===== config.mk =====
export PLATFORM = sky130hd
export DESIGN_NAME = hdb3_rx_decoder
export DESIGN_NICKNAME = d
export VERILOG_FILES = /design/src/rtl/hdb3_dec_pkg.sv /design/src/rtl/hdb3_rail_select.sv /design/src/rtl/hdb3_viol_classifier.sv /design/src/rtl/hdb3_align_pipe.sv /design/src/rtl/hdb3_rx_decoder.sv
export SDC_FILE = /design/constraint.sdc
export NUM_CORES = 1
export LEC_CHECK = 0
export BUFFER_PORTS_ARGS = -buffer_cell sky130_fd_sc_hd__buf_2
export CAP_MARGIN = 20
export CORE_AREA = 2 2 39 41
export CTS_CLUSTER_SIZE = 16
export DETAILED_ROUTE_END_ITERATION = 10
export DIE_AREA = 0 0 41 43
export GPL_TIMING_DRIVEN = 0
export PLACE_DENSITY = 0.59
export SYNTH_ARGS = -nofsm -noshare
export SYNTH_HDL_FRONTEND = slang
export SYNTH_SLANG_ARGS = --single-unit

===== constraint.sdc =====
create_clock -name clk_i -period 1.7 [get_ports clk_i]
set_clock_uncertainty 0.2 [all_clocks]
set_input_delay 0.085 -clock clk_i [delete_from_list [all_inputs] [get_ports clk_i]]
set_output_delay 0.085 -clock clk_i [all_outputs]
set_load 0.01 [all_outputs]

===== src/rtl/hdb3_dec_pkg.sv =====
package hdb3_dec_pkg;
  typedef enum logic {
    CODE_AMI  = 1'b0,
    CODE_HDB3 = 1'b1
  } code_mode_e;

  // one decoded position travelling through the alignment pipe
  typedef struct packed {
    logic one;
    logic err;
  } dec_bit_t;

  // distance from a substitution violation back to its leading mark
  localparam int unsigned SUB_GAP = 3;
endpackage


===== src/rtl/hdb3_rail_select.sv =====
module hdb3_rail_select (
  input  logic loop_en_i,
  input  logic rx_pos_i,
  input  logic rx_neg_i,
  input  logic lb_pos_i,
  input  logic lb_neg_i,
  output logic pos_o,
  output logic neg_o,
  output logic clk_ind_o
);
  always_comb begin
    pos_o     = loop_en_i ? lb_pos_i : rx_pos_i;
    neg_o     = loop_en_i ? lb_neg_i : rx_neg_i;
    clk_ind_o = pos_o | neg_o;
  end
endmodule


===== src/rtl/hdb3_viol_classifier.sv =====
module hdb3_viol_classifier
  import hdb3_dec_pkg::*;
(
  input  logic     clk_i,
  input  logic     rst_ni,
  input  logic     hdb3_i,
  input  logic     pos_i,
  input  logic     neg_i,
  output dec_bit_t bit_o,
  output logic     clr_o
);
  logic mark_seen_q, last_pos_q;
  logic viol_seen_q, last_viol_pos_q;
  logic both, single, same_pol, valid_v, bad_v;

  always_comb begin
    both     = pos_i & neg_i;
    single   = pos_i ^ neg_i;
    same_pol = single & mark_seen_q & (pos_i == last_pos_q);
    valid_v  = 1'b0;
    bad_v    = 1'b0;
    if (code_mode_e'(hdb3_i) == CODE_HDB3) begin
      valid_v = same_pol & (~viol_seen_q | (pos_i != last_viol_pos_q));
      bad_v   = same_pol & ~valid_v;
    end else begin
      bad_v   = same_pol;
    end
    bit_o.one = (pos_i | neg_i) & ~valid_v;
    bit_o.err = both | bad_v;
    clr_o     = valid_v;
  end

  always_ff @(posedge clk_i or negedge rst_ni) begin
    if (!rst_ni) begin
      mark_seen_q     <= 1'b0;
      last_pos_q      <= 1'b0;
      viol_seen_q     <= 1'b0;
      last_viol_pos_q <= 1'b0;
    end else begin
      if (single) begin
        mark_seen_q <= 1'b1;
        last_pos_q  <= pos_i;
      end
      if (hdb3_i && same_pol) begin
        viol_seen_q     <= 1'b1;
        last_viol_pos_q <= pos_i;
      end
    end
  end

  // AMI never replaces bits
  assert_ami_no_clear_R4: assert property (@(posedge clk_i) disable iff (!rst_ni)
    !hdb3_i |-> !clr_o);
  // simultaneous marks leave polarity history untouched
  assert_both_keeps_history_R7: assert property (@(posedge clk_i) disable iff (!rst_ni)
    (pos_i && neg_i) |=> ($stable(last_pos_q) && $stable(last_viol_pos_q)));
endmodule


===== src/rtl/hdb3_align_pipe.sv =====
module hdb3_align_pipe
  import hdb3_dec_pkg::*;
#(
  parameter int unsigned DEPTH = 4,
  parameter int unsigned GAP   = SUB_GAP
) (
  input  logic     clk_i,
  input  logic     rst_ni,
  input  dec_bit_t bit_i,
  input  logic     clr_i,
  output dec_bit_t bit_o
);
  dec_bit_t stg_q [DEPTH];

  always_ff @(posedge clk_i or negedge rst_ni) begin
    if (!rst_ni) stg_q[0] <= '0;
    else         stg_q[0] <= bit_i;
  end

  for (genvar g = 1; g < DEPTH; g++) begin : g_stage
    if (g == GAP) begin : g_sub
      // leading mark of a substitution group is cleared unless it was an error
      always_ff @(posedge clk_i or negedge rst_ni) begin
        if (!rst_ni) stg_q[g] <= '0;
        else begin
          stg_q[g].err <= stg_q[g-1].err;
          stg_q[g].one <= stg_q[g-1].one & ~(clr_i & ~stg_q[g-1].err);
        end
      end
    end else begin : g_plain
      always_ff @(posedge clk_i or negedge rst_ni) begin
        if (!rst_ni) stg_q[g] <= '0;
        else         stg_q[g] <= stg_q[g-1];
      end
    end
  end

  assign bit_o = stg_q[DEPTH-1];

  // a valid violation removes the leading mark three positions back
  assert_sub_clears_R5: assert property (@(posedge clk_i) disable iff (!rst_ni)
    (clr_i && !stg_q[GAP-1].err) |=> !stg_q[GAP].one);
endmodule


===== src/rtl/hdb3_rx_decoder.sv =====
module hdb3_rx_decoder
  import hdb3_dec_pkg::*;
#(
  parameter int unsigned LATENCY = 4
) (
  input  logic clk_i,
  input  logic rst_ni,
  input  logic hdb3_mode_i,
  input  logic loop_en_i,
  input  logic rx_pos_i,
  input  logic rx_neg_i,
  input  logic lb_pos_i,
  input  logic lb_neg_i,
  output logic nrz_o,
  output logic err_o,
  output logic clk_ind_o
);
  localparam int unsigned PIPE_DEPTH = (LATENCY > SUB_GAP) ? LATENCY : SUB_GAP + 1;

  logic     sel_pos, sel_neg, clr;
  dec_bit_t cls_bit, out_bit;

  hdb3_rail_select u_sel (
    .loop_en_i (loop_en_i),
    .rx_pos_i  (rx_pos_i),
    .rx_neg_i  (rx_neg_i),
    .lb_pos_i  (lb_pos_i),
    .lb_neg_i  (lb_neg_i),
    .pos_o     (sel_pos),
    .neg_o     (sel_neg),
    .clk_ind_o (clk_ind_o)
  );

  hdb3_viol_classifier u_cls (
    .clk_i  (clk_i),
    .rst_ni (rst_ni),
    .hdb3_i (hdb3_mode_i),
    .pos_i  (sel_pos),
    .neg_i  (sel_neg),
    .bit_o  (cls_bit),
    .clr_o  (clr)
  );

  hdb3_align_pipe #(.DEPTH(PIPE_DEPTH), .GAP(SUB_GAP)) u_pipe (
    .clk_i  (clk_i),
    .rst_ni (rst_ni),
    .bit_i  (cls_bit),
    .clr_i  (clr),
    .bit_o  (out_bit)
  );

  assign nrz_o = out_bit.one;
  assign err_o = out_bit.err;

  // every flagged bit decodes as one
  assert_err_is_one_R6: assert property (@(posedge clk_i) disable iff (!rst_ni)
    err_o |-> nrz_o);
  assert_loop_clk_ind_R2: assert property (@(posedge clk_i) disable iff (!rst_ni)
    loop_en_i |-> (clk_ind_o == (lb_pos_i | lb_neg_i)));
  assert_ext_clk_ind_R1: assert property (@(posedge clk_i) disable iff (!rst_ni)
    !loop_en_i |-> (clk_ind_o == (rx_pos_i | rx_neg_i)));
  assert_reset_quiet_R8: assert property (@(posedge clk_i)
    $rose(rst_ni) |-> (!nrz_o && !err_o));
endmodule


==> flow_metrics.tcl <==
set metrics [dict create \
    cts_made_buffers 3 \
    drc 0 \
    diodes 0 \
    tritoncts "yes" \
    initial_core_util 0.344 \
    io_pins 11 \
    clkSlewWorstSetupHoldPaths_ns 0.07 \
    grtUsageTotal 0.107 \
    setup_violations 0 \
    grt_pass1_vias 282 \
    ys_seq_elements 12 \
    die_h_um 43 \
    drv_slew 0 \
    synth_area_sq_um 477 \
    p_switching_mw 0.179 \
    clockPowerShare 0.305 \
    required_ns 1.66 \
    grt_max_degree 13 \
    place_ws_ns -0.248 \
    timing.final.crit_period_ns 1.56 \
    clockBufferDepth 2 \
    fin_tns_setup_ns 0 \
    cp_max_fo 6 \
    endpoint_kind "flip-flop" \
    avgSynthCellArea_sq_um 13.6 \
    vias_per_cell 4.48 \
    antenna_found_initial 0 \
    max-vdd-ir-drop_v 0.000545 \
    slew_headroom 0.817 \
    violations "hold timing" \
    drtPass1Iterations 2 \
    fp.dieW_um 41 \
    p_per_area_nw_per_um2 1190 \
    tightestPinTransition_ns 0.269 \
    row_count 14 \
    p_comb_frac 0.198 \
    core_area_sq_um 1380 \
    reg2reg_depth 4 \
    post_drt_wl_per_cell_um 10.2 \
    hpwlAfterDp_um 502 \
    drive_gt1_frac 0.373 \
    path_cells "buf_2, mux2i_4, ha_1, nand3b_1, mux2i_1, nand2_1, mux2_4" \
    rsz0062_at_grt "false" \
    post_cts_buffers 0 \
    drt-initial-drc-count 1 \
    p_seq_frac 0.497 \
    status "complete, but fails checks" \
    clkLatencyLatePin_ns 0.27 \
    p_leak_nw 0.294 \
    hold_class "in2reg" \
    cpPeakStageDelay_ns 0.33 \
    synth_cells 35 \
    cts_root_buffer "clkbuf_4" \
    worst_path_max_delay_cell "mux2i_4" \
    cap_violations 0 \
    min_period_over_period 0.920 \
    syn-num-nets 45 \
    htree_levels 1 \
    fin_ws_ns 0.136 \
    gp_congestion 0.700 \
    min_path_cells 3 \
    yosysWarnings 0 \
    synthDistinctLibCells 18 \
    hold_viol 1 \
    p_sw_frac 0.245 \
    fmax_mhz 639 \
    grt.overflow.total 0 \
    layout_common_cells "dfrtp_1, buf_2, inv_1" \
    arrival_ns 1.52 \
    wl_um 685 \
    grt_pass1_wl_mm 1.11 \
    holdWs_ns -0.00580 \
    p_int_mw 0.550 \
    io_buffers 10 \
    num-nets-final 62 \
    path_class "in2reg" \
    seq_area_frac_synth 0.630 \
    syn_to_final_growth_pct 28.3 \
    cp-start-kind "primary input" \
    cts_sinks 12 \
    final_common_cell "dfrtp_1" \
    dieArea_sq_um 1760 \
    dr_total_vias 300 \
    ant_nets 0 \
]
-- Yosys cell counts --
cell type | instances | area [sq um]
a21o_1 | 1 | 7.51
a21oi_1 | 1 | 5.00
dfrtp_1 | 12 | 300
ha_1 | 2 | 25.0
inv_1 | 4 | 15.0
mux2_2 | 1 | 11.3
mux2_4 | 1 | 15.0
mux2i_1 | 2 | 20.0
mux2i_2 | 1 | 13.8
nand2_1 | 2 | 7.51
nand3_1 | 1 | 5.00
nand3b_1 | 1 | 7.51
nor2_1 | 1 | 3.75
o21a_1 | 1 | 7.51
o21ai_2 | 1 | 8.76
o31a_1 | 1 | 8.76
or2_2 | 1 | 6.26
xnor2_1 | 1 | 8.76
-- worst max-delay path: cells and delay by family --
family	cells	cell delay, ns
and+or+nand+nor	2	0.23
muxes	3	0.83
buffers and inverters	1	0.13
adders and majority gates	1	0.25
-- power by group through the flow --
stage               clock, mW  combinational, mW  sequential (mW)
global placement            0              0.139            0.368
global route            0.248              0.160            0.371
finish                  0.222              0.144            0.362
floorplan                   0             0.0939            0.372
detailed placement          0              0.140            0.370
CTS                     0.235              0.145            0.363
-- per-layer routing --
| layer | GRT usage | vias up | share of wire |
|---|---|---|---|
| li1 | - | 150 | - |
| met1 | 0.122 | 137 | 0.44 |
| met2 | 0.122 | 11 | 0.45 |
| met4 | 0.100 | 0 | 0.028 |
| met5 | 0 | - | 0 |
| met3 | 0.0785 | 2 | 0.076 |
-- registers in the layout, summed over array words and instances (netlist names) --
name / count
u_pipe.stg_q: 6
u_pipe.bit_o: 2
u_cls.last_pos_q: 1
u_cls.last_viol_pos_q: 1
u_cls.mark_seen_q: 1
u_cls.viol_seen_q: 1
-- final cells by class --
class | instances | area [sq um]
clock buffer | 4 | 36.3
fill | 138 | 772
inverter | 4 | 15.0
multi-input combinational | 19 | 170
sequential | 12 | 300
tap | 16 | 20.0
timing repair buffer | 12 | 70.1
-- path summary, 6_finish.rpt --
check                                 start                    end  slack (ns)
hold reg to reg             u_pipe.stg_q[5]        u_pipe.stg_q[3]        0.15
min in group asynchronous            rst_ni        u_pipe.stg_q[7]        0.02
max in group asynchronous            rst_ni        u_pipe.bit_o[0]        1.07
setup / recovery                  loop_en_i  u_cls.last_viol_pos_q        0.14
hold / removal                     rx_pos_i       u_cls.last_pos_q      -0.006
setup reg to reg           u_cls.last_pos_q  u_cls.last_viol_pos_q        0.21
-- through the flow --
stage	cell area, sq um	utilization	hold slack [ns]	power [mW]	instances
floorplan	477	-	-0.411	0.466	35
global placement	547	0.395	-0.228	0.507	61
detailed placement	547	0.395	-0.226	0.510	61
CTS	603	0.436	0.0115	0.743	67
global route	612	0.442	0.0397	0.779	67
finish	612	0.442	-0.00580	0.729	67
-- timing repair --
item                                    4_1_cts  5_1_grt
hold endpoints to repair                     17        0
gates resized for setup                       0        1
endpoints found under the setup margin        0        1
hold buffers                                  2        0
-- cells by family after synthesis --
logic type                 count (synthesis)  synth area share
muxes                                      5             0.126
AOI/OAI and AO/OA                          5            0.0787
adders and majority gates                  2            0.0525
and+or+nand+nor                            6            0.0630
xor gates and xnor gates                   1            0.0184
buffers and inverters                      4            0.0315
DFF                                       12             0.630
(Power assumes the default switching activity.)
